==> config.mk <==
export PLATFORM = sky130hd
export DESIGN_NAME = bl_pwm_top
export DESIGN_NICKNAME = d
export VERILOG_FILES = /design/src/rtl/bl_pwm_pkg.sv /design/src/rtl/bl_pwm_regs.sv /design/src/rtl/bl_pwm_shadow.sv /design/src/rtl/bl_pwm_count.sv /design/src/rtl/bl_pwm_out.sv /design/src/rtl/bl_pwm_top.sv
export SDC_FILE = /design/constraint.sdc
export NUM_CORES = 1
export LEC_CHECK = 0
export BUFFER_PORTS_ARGS = -buffer_cell sky130_fd_sc_hd__buf_2
export CAP_MARGIN = 0
export CORE_MARGIN = 4
export CORE_UTILIZATION = 52
export DETAILED_ROUTE_END_ITERATION = 8
export PLACE_DENSITY_LB_ADDON = 0.1
export RECOVER_POWER = 25
export SLEW_MARGIN = 20
export SYNTH_ARGS = -nofsm -noshare
export SYNTH_HDL_FRONTEND = slang
export SYNTH_HIERARCHICAL = 1
export SYNTH_SLANG_ARGS = --single-unit
==> constraint.sdc <==
create_clock -name clk -period 3.7 [get_ports clk]
set_input_delay 0.74 -clock clk [delete_from_list [all_inputs] [get_ports clk]]
set_output_delay 0.74 -clock clk [all_outputs]
set_load 0.005 [all_outputs]
==> src/rtl/bl_pwm_pkg.sv <==
package bl_pwm_pkg;
  localparam int PRE_W   = 8;
  localparam int STEP_W  = 16;
  localparam int NREG    = 6;
  localparam int OFS_DIV    = 0;
  localparam int OFS_SCL_LO = 1;
  localparam int OFS_SCL_HI = 2;
  localparam int OFS_DTY_LO = 3;
  localparam int OFS_DTY_HI = 4;
  localparam int OFS_CTRL   = 5;
  localparam int CTRL_INV_BIT = 0;
  localparam int CTRL_EN_BIT  = 1;
  localparam logic [7:0] CTRL_MASK = 8'h03;

  typedef struct packed {
    logic [PRE_W-1:0]  div;
    logic [STEP_W-1:0] scale;
    logic [STEP_W-1:0] duty;
  } pwm_cfg_t;
endpackage

==> src/rtl/bl_pwm_regs.sv <==
module bl_pwm_regs
  import bl_pwm_pkg::*;
#(
  parameter logic [7:0] BASE = 8'hA0
) (
  input  logic       clk,
  input  logic       rst_n,
  input  logic       wr_en,
  input  logic [7:0] reg_addr,
  input  logic [7:0] wr_data,
  output logic [7:0] rd_data,
  output pwm_cfg_t   cfg,
  output logic       ctrl_en,
  output logic       ctrl_inv
);
  localparam int BANK_W = NREG * 8;

  logic [BANK_W-1:0] bank;
  logic [7:0]        ofs;
  logic              hit;

  // Unsigned wrap makes addresses below BASE fall outside the window too.
  assign ofs = reg_addr - BASE;
  assign hit = (ofs < 8'(NREG));

  always_ff @(posedge clk) begin
    if (!rst_n) begin
      bank <= '0;
    end else if (wr_en && hit) begin
      for (int i = 0; i < NREG; i++) begin
        if (ofs == 8'(i)) begin
          if (i == OFS_CTRL) bank[i*8 +: 8] <= wr_data & CTRL_MASK;
          else               bank[i*8 +: 8] <= wr_data;
        end
      end
    end
  end

  assign rd_data = hit ? bank[{ofs[2:0], 3'b000} +: 8] : 8'h00;

  assign cfg.div   = bank[OFS_DIV*8 +: PRE_W];
  assign cfg.scale = {bank[OFS_SCL_HI*8 +: 8], bank[OFS_SCL_LO*8 +: 8]};
  assign cfg.duty  = {bank[OFS_DTY_HI*8 +: 8], bank[OFS_DTY_LO*8 +: 8]};
  assign ctrl_en   = bank[OFS_CTRL*8 + CTRL_EN_BIT];
  assign ctrl_inv  = bank[OFS_CTRL*8 + CTRL_INV_BIT];
endmodule

==> src/rtl/bl_pwm_shadow.sv <==
module bl_pwm_shadow
  import bl_pwm_pkg::*;
(
  input  logic     clk,
  input  logic     rst_n,
  input  logic     load,
  input  pwm_cfg_t cfg_in,
  output pwm_cfg_t cfg_act
);
  always_ff @(posedge clk) begin
    if (!rst_n)    cfg_act <= '0;
    else if (load) cfg_act <= cfg_in;
  end
endmodule

==> src/rtl/bl_pwm_count.sv <==
module bl_pwm_count
  import bl_pwm_pkg::*;
(
  input  logic              clk,
  input  logic              rst_n,
  input  logic              en,
  input  logic [PRE_W-1:0]  div,
  input  logic [STEP_W-1:0] scale,
  output logic [PRE_W-1:0]  pre_cnt,
  output logic [STEP_W-1:0] step_cnt,
  output logic              period_end
);
  logic [PRE_W-1:0] div_eff;
  logic             last_pre;

  assign div_eff    = (div == '0) ? PRE_W'(1) : div;
  assign last_pre   = (pre_cnt == div_eff - PRE_W'(1));
  assign period_end = en && (step_cnt == scale) && ((step_cnt == '0) || last_pre);

  always_ff @(posedge clk) begin
    if (!rst_n || !en || period_end) begin
      pre_cnt  <= '0;
      step_cnt <= '0;
    end else if (step_cnt == '0) begin
      pre_cnt  <= '0;
      step_cnt <= STEP_W'(1);
    end else if (last_pre) begin
      pre_cnt  <= '0;
      step_cnt <= step_cnt + STEP_W'(1);
    end else begin
      pre_cnt  <= pre_cnt + PRE_W'(1);
    end
  end
endmodule

==> src/rtl/bl_pwm_out.sv <==
module bl_pwm_out
  import bl_pwm_pkg::*;
(
  input  logic              en,
  input  logic              inv,
  input  logic [STEP_W-1:0] step_cnt,
  input  logic [STEP_W-1:0] duty,
  output logic              pwm_out
);
  logic active;

  assign active  = (step_cnt < duty);
  assign pwm_out = en ? (active ^ inv) : inv;
endmodule

==> src/rtl/bl_pwm_top.sv <==
module bl_pwm_top
  import bl_pwm_pkg::*;
#(
  parameter logic [7:0] BASE = 8'hA0
) (
  input  logic       clk,
  input  logic       rst_n,
  input  logic       wr_en,
  input  logic [7:0] reg_addr,
  input  logic [7:0] wr_data,
  output logic [7:0] rd_data,
  output logic       pwm_out
);
  pwm_cfg_t          cfg_host;
  pwm_cfg_t          cfg_act;
  logic              ctrl_en;
  logic              ctrl_inv;
  logic [PRE_W-1:0]  pre_cnt;
  logic [STEP_W-1:0] step_cnt;
  logic              period_end;
  logic              cfg_load;
  logic [PRE_W-1:0]  act_div;
  logic [STEP_W-1:0] act_scale;
  logic [STEP_W-1:0] act_duty;

  assign cfg_load  = !ctrl_en || period_end;
  assign act_div   = cfg_act.div;
  assign act_scale = cfg_act.scale;
  assign act_duty  = cfg_act.duty;

  bl_pwm_regs #(.BASE(BASE)) u_regs (
    .clk(clk), .rst_n(rst_n), .wr_en(wr_en), .reg_addr(reg_addr),
    .wr_data(wr_data), .rd_data(rd_data), .cfg(cfg_host),
    .ctrl_en(ctrl_en), .ctrl_inv(ctrl_inv)
  );

  bl_pwm_shadow u_shadow (
    .clk(clk), .rst_n(rst_n), .load(cfg_load), .cfg_in(cfg_host), .cfg_act(cfg_act)
  );

  bl_pwm_count u_count (
    .clk(clk), .rst_n(rst_n), .en(ctrl_en), .div(act_div), .scale(act_scale),
    .pre_cnt(pre_cnt), .step_cnt(step_cnt), .period_end(period_end)
  );

  bl_pwm_out u_out (
    .en(ctrl_en), .inv(ctrl_inv), .step_cnt(step_cnt), .duty(act_duty), .pwm_out(pwm_out)
  );
endmodule

==> results.md <==
- EDFF count, synth: 0
- Vias after detailed routing: 4540
- Multi-input logic area: 0.00333 mm^2
- Crit. Startpoint: u_shadow/cfg_act[36]
- Vias in the first global route: 4460
- Vias/cell: 5.84
- Commonest cells in the netlist: dfxtp_1, mux2i_1, nand2_1
- Internal power: 1.67 mW
- CTS tree: built
- Die Ht: 114 um
- Synthesized cell area: 0.00585 mm^2
- Die ar.: 0.0130 mm^2
- Worst VDD drop: 0.345 mV
- Final wirelength: 13900 um
- Worst Path Arrival: 3.87 ns
- Most frequent cell after synthesis: dfxtp_1
- Longest Clk Path Bufs: 2
- Synth cell types: 64
- Status: completed
- Async S/R FF share, synth: 0
- Peak Freq: 0.280 GHz
- Post-synth top area cell: dfxtp_1
- Starting Density: 0.535
- Reg area: 0.00212 mm^2
- Post-Synthesis Cells: about 620
- Min Tclk post-route: 3.57 ns
- Switch Pwr: 487 uW
- Worst reg2reg startpoint: u_shadow/cfg_act[36]
- Area contributors post-synth: dfxtp_1, mux2i_1, nand2_1
- Seq/Total Area, Yosys: 0.363
- Core area: 0.0109 mm^2
- Post-route ant nets: 0
- Slew @ Worst Pin: 0.966 ns
- Overall die width: between 100 and 150 um
- First-pass GRT wire length: 22900 um
- Final Hold Viols: 0
- Unrepaired setup endpoints after global routing: false
- CTS Sinks: ~110
- Count of pins over their slew limit: 0
- Top_reg_cell synth: dfxtp_1
- Logic gate share of total power: 0.037
- Antenna diodes: 0
- Hold wc startpoint: u_regs/bank[13]
- Clk_lat worst skew: 0.36 ns
- Worst EP required: roughly 4 ns
- CTS root buf: clkbuf_16
- Setup TNS: 0 ns
- # DRC: 0
- Syn_nets: 660
- Fillers: 986
- Relative slew slack: 0.350
- Pre-antenna DRT Iters: 4
- Hold WC Path Type: flop to flop
- Post-Layout Cell Count: 778
- CP Max Fanout: 20
- Port bufs: 27
- Initial antenna violation count: 0
- 1st-iter DRT viols: 248
- Flops & latches, synth: 106
- Setup Fix Bufs, Post-CTS: 0
- H-Tree Depth: 3
- Critical Path End Type: flop
- Drt wl/cell: 17.9 um
- Leak: 2.81 nW
- Cts hold-fix bufs: 0
- Rows: 38
- Post-DP HPWL: roughly 10000 um
- Layout area overhead: 6.22%
- Kind of critical path: flop to flop
- Total gr overflow: 0
- Max Cap Violations: 0
- Ys Warns: 6
- CP Launch Type: flop
- Fin crit share: 0.966
- TritonCTS Buffers: 9
- Fin nets: 672
- Largest net degree at the start of global routing: 91
- Tot GR Track Use: 0.224
- Layout cells sized above 1: 0.118
- Final GP Congestion: 0.843
- Placed instance count: 762
- # setup viols final: 0
- Pwr/cell area: 347 mW/mm^2
- Clock skew: 0.0102 ns
- Post-CTS resize count: 0
- Clock share of power: 0.433
- Clock slew at reported path FFs: 0.07 ns
- IO Count: 28
- Synth top area share: 0.363
- Sw Share: 0.226
- Mean Syn Cell Area: 9.42 um^2
- Sequential power share: 0.530
[path summary, 6_finish.rpt]
check	end	slack, ns	cells after the start
setup reg to reg	u_count/step_cnt[9]	0.13	12
setup / recovery	u_count/step_cnt[9]	0.13	12
hold / removal	u_regs/bank[13]	0.49	2
hold reg to reg	u_regs/bank[13]	0.49	2
[logic make-up (layout without fill, tap and decap cells)]
kind of cell / Yosys count / after routing / share of synthesized area
xor gates and xnor gates: 30 / 30 / 0.0481
muxes: 100 / 100 / 0.173
AOI/OAI and AO/OA: 66 / 66 / 0.0879
buffers and inverters: 57 / 74 / 0.0626
DFF: 106 / 106 / 0.363
adders and majority gates: 20 / 20 / 0.0428
and+or+nand+nor: 242 / 242 / 0.223
[layout by cell type (no fill, tap or decap), drive strengths merged, types with 3 or more instances in the layout]
cell and count:
nor2 25, inv 26, dfxtp 106, clkbuf 12, mux2 11, ha 20, xor2 12, buf 34
nor3 8, a311oi 3, or2 6, a32o 11, o21ai 13, xnor2 18, nor3b 8, and2 4
nor4 9, nand2 87, and3 9, a22oi 5, nand4 14, mux2i 89, a221oi 8, nand3 9
nand2b 7, a21oi 8, o21a 3, nor2b 44
[worst max-delay path, stage by stage, from the launching register on]
cell       delay [ns]
dfxtp_1          0.36
or4_4            0.54
nor4_1           0.32
nor2_1           0.10
ha_1             0.32
xor2_1           0.16
nand2_1          0.07
a41oi_1          0.17
o211ai_1         0.15
a2111oi_4        0.35
buf_4            0.29
and2_1           0.45
a31o_1           0.21
[state kept, by name, indices dropped and copies added, names as in the netlist]
| register | count |
|---|---|
| u_count/pre_cnt | 8 |
| u_count/step_cnt | 16 |
| u_regs/bank | 42 |
| u_shadow/cfg_act | 40 |
[cell type report]
class	count	area share
multi-input cells	458	0.535
clock buffers	12	0.0413
repair buffers	34	0.0342
clock inverters	4	0.00503
well taps	140	0.0282
inverters	24	0.0145
flip-flops and latches	106	0.341
[power groups by stage]
stage               logic [mW]  registers [mW]  clock network [mW]
global placement        0.0816            1.17                   0
floorplan               0.0629            1.17                   0
detailed placement      0.0842            1.17                   0
CTS                     0.0842            1.14               0.956
finish                  0.0806            1.14               0.933
global route            0.0874            1.14                1.00
[stage by stage]
| stage | util | instance area, um^2 | hold slack (ns) | setup WS, ns | total power [mW] |
|---|---|---|---|---|---|
| after global routing | 0.568 | 6220 | 0.504 | 0.00152 | 2.23 |
| after CTS | 0.573 | 6270 | 0.485 | 0.193 | 2.18 |
| after floorplan | - | 5850 | 0.448 | 0.146 | 1.23 |
| after detailed placement | 0.547 | 5980 | 0.474 | 0.223 | 1.25 |
| after global placement | 0.547 | 5980 | 0.460 | 0.334 | 1.25 |
| final | 0.568 | 6220 | 0.490 | 0.127 | 2.16 |
[per-layer routing]
layer  global-route usage  routed length (um)  part of all wire
met5                    0                   0                 0
met1                0.297                6440              0.46
met3               0.0566                 735             0.053
met2                0.353                6450              0.46
met4               0.0816                 322             0.023
No activity file was read; power rests on OpenSTA's default activity.
